[src/rtl/raster_pkg.sv]
package raster_pkg;

    // Phase of one scan axis; the order follows the scan sequence.
    typedef enum logic [1:0] {
        PH_VISIBLE = 2'd0,
        PH_FRONT   = 2'd1,
        PH_SYNC    = 2'd2,
        PH_BACK    = 2'd3
    } raster_phase_e;

endpackage

[src/rtl/raster_axis.sv]
module raster_axis
    import raster_pkg::*;
#(
    parameter int ACTIVE = 1280,
    parameter int FRONT  = 48,
    parameter int PULSE  = 112,
    parameter int TOTAL  = 1688,
    parameter int W      = $clog2(TOTAL)
) (
    input  logic         clk,
    input  logic         rst,
    input  logic         adv,
    output logic [W-1:0] count,
    output logic         in_visible,
    output logic         in_sync,
    output logic         on_last_visible,
    output logic         on_wrap
);

    localparam logic [W-1:0] VIS_END   = W'(ACTIVE - 1);
    localparam logic [W-1:0] FRONT_END = W'(ACTIVE + FRONT - 1);
    localparam logic [W-1:0] SYNC_END  = W'(ACTIVE + FRONT + PULSE - 1);
    localparam logic [W-1:0] WRAP_AT   = W'(TOTAL - 1);

    raster_phase_e state_q, state_d;
    logic [W-1:0]  cnt_q, cnt_d;

    // State and position registers.
    always_ff @(posedge clk) begin
        if (rst) begin
            state_q <= PH_VISIBLE;
            cnt_q   <= '0;
        end else begin
            state_q <= state_d;
            cnt_q   <= cnt_d;
        end
    end

    // Next position and phase transitions.
    always_comb begin
        cnt_d   = cnt_q;
        state_d = state_q;
        if (adv) begin
            cnt_d = (cnt_q == WRAP_AT) ? '0 : cnt_q + 1'b1;
            unique case (state_q)
                PH_VISIBLE: if (cnt_q == VIS_END)   state_d = PH_FRONT;
                PH_FRONT:   if (cnt_q == FRONT_END) state_d = PH_SYNC;
                PH_SYNC:    if (cnt_q == SYNC_END)  state_d = PH_BACK;
                PH_BACK:    if (cnt_q == WRAP_AT)   state_d = PH_VISIBLE;
                default:                            state_d = PH_VISIBLE;
            endcase
        end
    end

    // Outputs from the registered phase.
    always_comb begin
        in_visible      = 1'b0;
        in_sync         = 1'b0;
        on_last_visible = 1'b0;
        unique case (state_q)
            PH_VISIBLE: begin
                in_visible      = 1'b1;
                on_last_visible = (cnt_q == VIS_END);
            end
            PH_SYNC:  in_sync = 1'b1;
            PH_FRONT,
            PH_BACK:  ;
            default:  ;
        endcase
        on_wrap = (cnt_q == WRAP_AT);
        count   = cnt_q;
    end

endmodule

[src/rtl/raster_timing_gen.sv]
module raster_timing_gen #(
    parameter int H_ACTIVE = 1280,
    parameter int H_FRONT  = 48,
    parameter int H_PULSE  = 112,
    parameter int H_TOTAL  = 1688,
    parameter int V_ACTIVE = 1024,
    parameter int V_FRONT  = 1,
    parameter int V_PULSE  = 3,
    parameter int V_TOTAL  = 1066,
    localparam int HW = $clog2(H_TOTAL),
    localparam int VW = $clog2(V_TOTAL)
) (
    input  logic          clk,
    input  logic          rst,
    output logic [HW-1:0] hcount,
    output logic [VW-1:0] vcount,
    output logic          hsync,
    output logic          vsync,
    output logic          blank,
    output logic          last_column,
    output logic          last_row
);

    logic h_visible, h_sync, h_last, h_wrap;
    logic v_visible, v_sync, v_last, v_wrap;

    raster_axis #(
        .ACTIVE(H_ACTIVE), .FRONT(H_FRONT), .PULSE(H_PULSE),
        .TOTAL(H_TOTAL), .W(HW)
    ) h_axis_i (
        .clk             (clk),
        .rst             (rst),
        .adv             (1'b1),
        .count           (hcount),
        .in_visible      (h_visible),
        .in_sync         (h_sync),
        .on_last_visible (h_last),
        .on_wrap         (h_wrap)
    );

    raster_axis #(
        .ACTIVE(V_ACTIVE), .FRONT(V_FRONT), .PULSE(V_PULSE),
        .TOTAL(V_TOTAL), .W(VW)
    ) v_axis_i (
        .clk             (clk),
        .rst             (rst),
        .adv             (h_wrap),
        .count           (vcount),
        .in_visible      (v_visible),
        .in_sync         (v_sync),
        .on_last_visible (v_last),
        .on_wrap         (v_wrap)
    );

    always_comb begin
        hsync       = h_sync;
        vsync       = v_sync;
        blank       = !(h_visible && v_visible);
        last_column = h_last;
        last_row    = v_last;
    end

    logic unused_v_wrap;
    assign unused_v_wrap = v_wrap;

endmodule

[config.mk]
export PLATFORM = sky130hd
export DESIGN_NAME = raster_timing_gen
export DESIGN_NICKNAME = d
export VERILOG_FILES = /design/src/rtl/raster_pkg.sv /design/src/rtl/raster_axis.sv /design/src/rtl/raster_timing_gen.sv
export SDC_FILE = /design/constraint.sdc
export NUM_CORES = 1
export LEC_CHECK = 0
export ABC_AREA = 1
export ABC_CLOCK_PERIOD_IN_PS = 2600
export BUFFER_PORTS_ARGS = -buffer_cell sky130_fd_sc_hd__buf_4
export CORE_ASPECT_RATIO = 0.9
export CORE_MARGIN = 3
export CORE_UTILIZATION = 53
export DETAILED_ROUTE_END_ITERATION = 12
export PLACE_DENSITY = 0.76
export SYNTH_ARGS = -nofsm -noshare
export SYNTH_HDL_FRONTEND = slang
export SYNTH_SLANG_ARGS = --single-unit
[constraint.sdc]
create_clock -name clk -period 2.6 [get_ports clk]
set_input_delay 0.26 -clock clk [delete_from_list [all_inputs] [get_ports clk]]
set_output_delay 0.26 -clock clk [all_outputs]
set_load 0.01 [all_outputs]
# Word-level counts from Yosys, hierarchy flattened
# Cells that the tools add are included.
# word_totals
ff_bits	26
inputBits	2
output_inout_bits	27
# classes
addsub	2
eq_ne	22
muxes	17
n_reduce_logical	7
# ops
operator	n
$eq 11x11->1 const B	7
$add 11x1->11 const B	2
$mux 2	8
$pmux 2 s4	2
$ne 2x1->1 const B	7
$eq 11x10->1 const B	1
$mux 11	1
$eq 2x2->1 const B	4
$mux 1	6
$reduce_and 5->1	1
$eq 2x1->1 const B	2
$logic_not 2->1	2
$reduce_and 4->1	1
$ne 2x2->1 const B	1
$reduce_or 2->1	1
$logic_and 1x1->1	1
$logic_not 1->1	1

# Depth between registers and ports, before layout
# logic_depth
ltp_word	4
ltp_mapped	12

# Cells and area by module
# A second synthesis with hierarchy kept.
# hier_totals
cells_unflattened	248
hier_area_um2	1701.6
# by_module_without_submodules
mod	instances	cells_each	area_per_inst_um2
raster_axis (h_axis_i)	1	124	869.6
raster_axis (v_axis_i)	1	122	824.5
raster_timing_gen	1	2	7.5

# Worst setup path before layout
# No wires, ideal clock.
# synth_timing
kind	register to register
start	register h_axis_i.cnt_q[0] (netlist: h_axis_i.count[0])
end	register h_axis_i.state_q[0]
arrival_ns	1.401
path_slack_ns	1.086
stages_incl_launch_ff	13
path_buffers	0
period_less_slack_ns	1.514
cell_sequence	dfxtp_1 > ha_1 > nand2_2 > inv_1 > nand2_1 > nor2_1 > nand2_1 > nand2_1 > nand2_1 > nor2_4 > nand2_1 > nand2_1 > nor2_1
# synth_between
elab_chain_cells	3
# synth_rtl
item	line_no	source
start: declaration	raster_axis.sv:26	logic [W-1:0] cnt_q, cnt_d;
start signal: assignment	raster_axis.sv:35	cnt_q <= cnt_d;
$eq 11x11->1, on equally long branches	n/a	
$ne 2x1->1 (no line)	n/a	
$reduce_and 4->1 (no line) *	n/a	
end signal: assignment	raster_axis.sv:34	state_q <= state_d;
end: declaration	raster_axis.sv:25	raster_phase_e state_q, state_d;
# Mark *: on every way between the ends. The rest lies on a longest branch, timed or not.
# A chain may end at the register's enable or synchronous reset.

# Worst setup path after layout
# layout_timing
start	register v_axis_i.cnt_q[0] (netlist: v_axis_i.count[0])
end	output last_row
# layout_between
elab_chain_cells	2
# layout_rtl
item	line_no	source
start: declaration	raster_axis.sv:26	
start signal: assignment	raster_axis.sv:35	
$eq 11x10->1	raster_axis.sv:63	on_last_visible = (cnt_q == VIS_END);
$mux 1	raster_axis.sv:60	unique case (state_q)
end: declaration	raster_timing_gen.sv:21	output logic last_row
# Every way passes these cells.

==> qor.yml <==
status: "completed"
crit_fanout: 5
overflow: 0
tns_ps: 0
seqCellArea_um2: 520
grtUsageTotal_pct: 20.2
critical_path_arrival_ps: 1660
setup.worst_path.end_class: "primary output"
place_ws_ps: 851
final_nets: 285
yosys-top-cells-area: "dfxtp_1 32%, nand2_1 12%, nor2_1 9.5%"
synth-seq-cells: 26
synth-edff-count: 0
hpwlAfterDp_um: 2670
insertion_delay_ps: 340
synthTopCellsByCount: "54 x nand2_1, 42 x nor2_1, 33 x inv_1"
viasPerCell: 4.83
drv_slew: 0
vias: 1496
clkTransAtPathRegs_ps: 160
drtIter0Drc: 110
core_mm2: 0.00286
cts_buffers: 3
n_antenna_cell: 0
fin_util_pct: 68.4
comb_power_share_pct: 3.8
pwr_density_cell_mw_per_mm2: 370
critPathKind: "flip-flop to primary output"
slew_headroom_pct: 81.6
hold_viol: 0
synth_flop_cell: "dfxtp_1"
cp_slowest_stage_delay_ps: 460
min_period_ps: 1920
synth_area_mm2: 0.00165
yosysTopAreaCellShare_pct: 31.5
antenna_found_initial: 0
cap_viol_max_count: 0
max_freq_mhz: 521
critical_path.cell_chain: "ha_1 > nand2_1 > nor2_1 > nand3_1 > nor2_1 > buf_4"
rsz0062_at_grt: "no"
synth.lib_cells_used.distinct: 33
antenna_left: 0
p_int_uw: 570
start_kind: "flip-flop"
crit_required_ps: 2340
period_share_pct: 73.8
fin_ws_ps: 680
cts_tree: "yes"
min_path_type: "primary input to flip-flop"
switchingPower_uw: 154
grt_pass1_wl_um: 6110
multi_input_area_um2: 980
skew_ps: 10.3
routed_wl_um: 3430
num_io_pins: 29
cts_setup_buffers: 0
seq_area_frac_synth_pct: 31.5
yosys.area.top_type: "dfxtp_1"
cp_common_cell: "nor2_1"
p_leak_nw: 0.888
rows: 18
sw_frac_of_total_pct: 21.2
drt-pass1-iter-count: 4
syn_inst: 239
die_w_um: 64.8
numClockSinks: 26
place_congestion: 0.781
die_y_um: 59.0
cts_root_buf: "clkbuf_4"
worst_path_max_delay_cell: "dfxtp_1"
avgRoutedWirePerCell_um: 11.1
max-vdd-ir-drop_mv: 0.273
numPortBuffers: 28
syn_nets: 253
syn2layout_area_growth_pct: 18.5
final-setup-viol-count: 0
cts-resized-gates: 0
post-synth-top-count-cell: "nand2_1"
grt_max_degree: 16
yosys_warnings: 0
crit_family: "simple AND/OR/NAND/NOR gates"
pwr-share-seq_pct: 56.1
clockBufferDepth: 2
start_util_pct: 57.7
critical_path_buf_inv_count: 1
die_area_mm2: 0.00382
grt_pass1_vias: 1398
drc: 0
ctsHoldBuffers: 0
syn_avg_cell_area_um2: 6.91
pwr-share-clk_pct: 40.1
h-tree-depth: 1
drive_above_1_share_pct: 21.5
async_flop_share_pct: 0
tightest_slew_ps: 274
nFillCells: 252
[per-stage QoR]
| stage | cell area (um^2) | power [mW] | hold WS [ps] | std cells |
|---|---|---|---|---|
| after detailed placement | 1900 | 0.442 | 454 | 306 |
| final | 1960 | 0.724 | 94.8 | 310 |
| after global placement | 1900 | 0.442 | 452 | 306 |
| after floorplan | 1650 | 0.432 | 329 | 239 |
| after CTS | 1960 | 0.726 | 88.8 | 310 |
| after global routing | 1960 | 0.742 | 100 | 310 |
[power by group through the flow]
stage / sequential [mW] / combinational (mW) / clock (mW)
6_report: 0.406 / 0.0275 / 0.290
5_1_grt: 0.407 / 0.0323 / 0.302
3_3_place_gp: 0.414 / 0.0277 / 0
4_1_cts: 0.406 / 0.0280 / 0.292
3_5_place_dp: 0.415 / 0.0279 / 0
2_1_floorplan: 0.416 / 0.0157 / 0
[cell type report]
| type | instances | area share, % |
|---|---|---|
| clock buffer | 3 | 1.15 |
| timing repair buffer | 28 | 10.7 |
| tap | 40 | 2.56 |
| inverter | 38 | 7.35 |
| multi-input combinational | 174 | 50.1 |
| clock inverter | 1 | 1.53 |
| sequential | 26 | 26.6 |
[worst reg2reg max path, delay by kind of cell, from the launching register on]
kind | cells | cell delay [ps]
simple gates | 5 | 870
flops | 1 | 400
fa+ha+maj | 1 | 200
compound gates | 2 | 200
[kinds of logic (layout without fill, tap and decap cells)]
group	Yosys count	count (layout)	share of synthesized area, %
xor+xnor	3	3	1.59
simple gates	136	136	40.8
flops	26	26	31.5
buf+inv	39	70	9.17
compound gates	23	23	7.88
fa+ha+maj	12	12	9.09
[placed cells by master, fill, tap and decap left out, drive strengths merged, types with 2 or more instances in the layout]
cell     n
a21oi   13
nand2   59
xor2     3
nor2    48
inv     37
nand3   17
o21ai    4
buf     28
clkbuf   3
ha      12
dfxtp   26
nor3     7
o22ai    2
[layer usage]
| metal | GRT usage, % | vias to the layer above | routed length (um) |
|---|---|---|---|
| li1 | - | 808 | - |
| met1 | 28.0 | 654 | 1820 |
| met2 | 32.8 | 30 | 1410 |
| met3 | 2.48 | 4 | 155 |
| met4 | 6.33 | 0 | 34 |
| met5 | 0 | - | 0 |
[registers in the layout, indices dropped and copies added (netlist names)]
signal            flops
h_axis_i.count       11
h_axis_i.state_q      2
v_axis_i.count       11
v_axis_i.state_q      2
[final timing paths]
kind                           from                 to  slack, ps  depth (start not counted)
hold reg to reg   h_axis_i.count[0]  h_axis_i.count[0]        490                          1
hold / removal                  rst  v_axis_i.count[9]         90                          2
setup / recovery  v_axis_i.count[0]           last_row        680                          6
setup reg to reg  h_axis_i.count[0]  v_axis_i.count[7]        820                          8
Note: power is estimated with default switching activity, not from simulation.
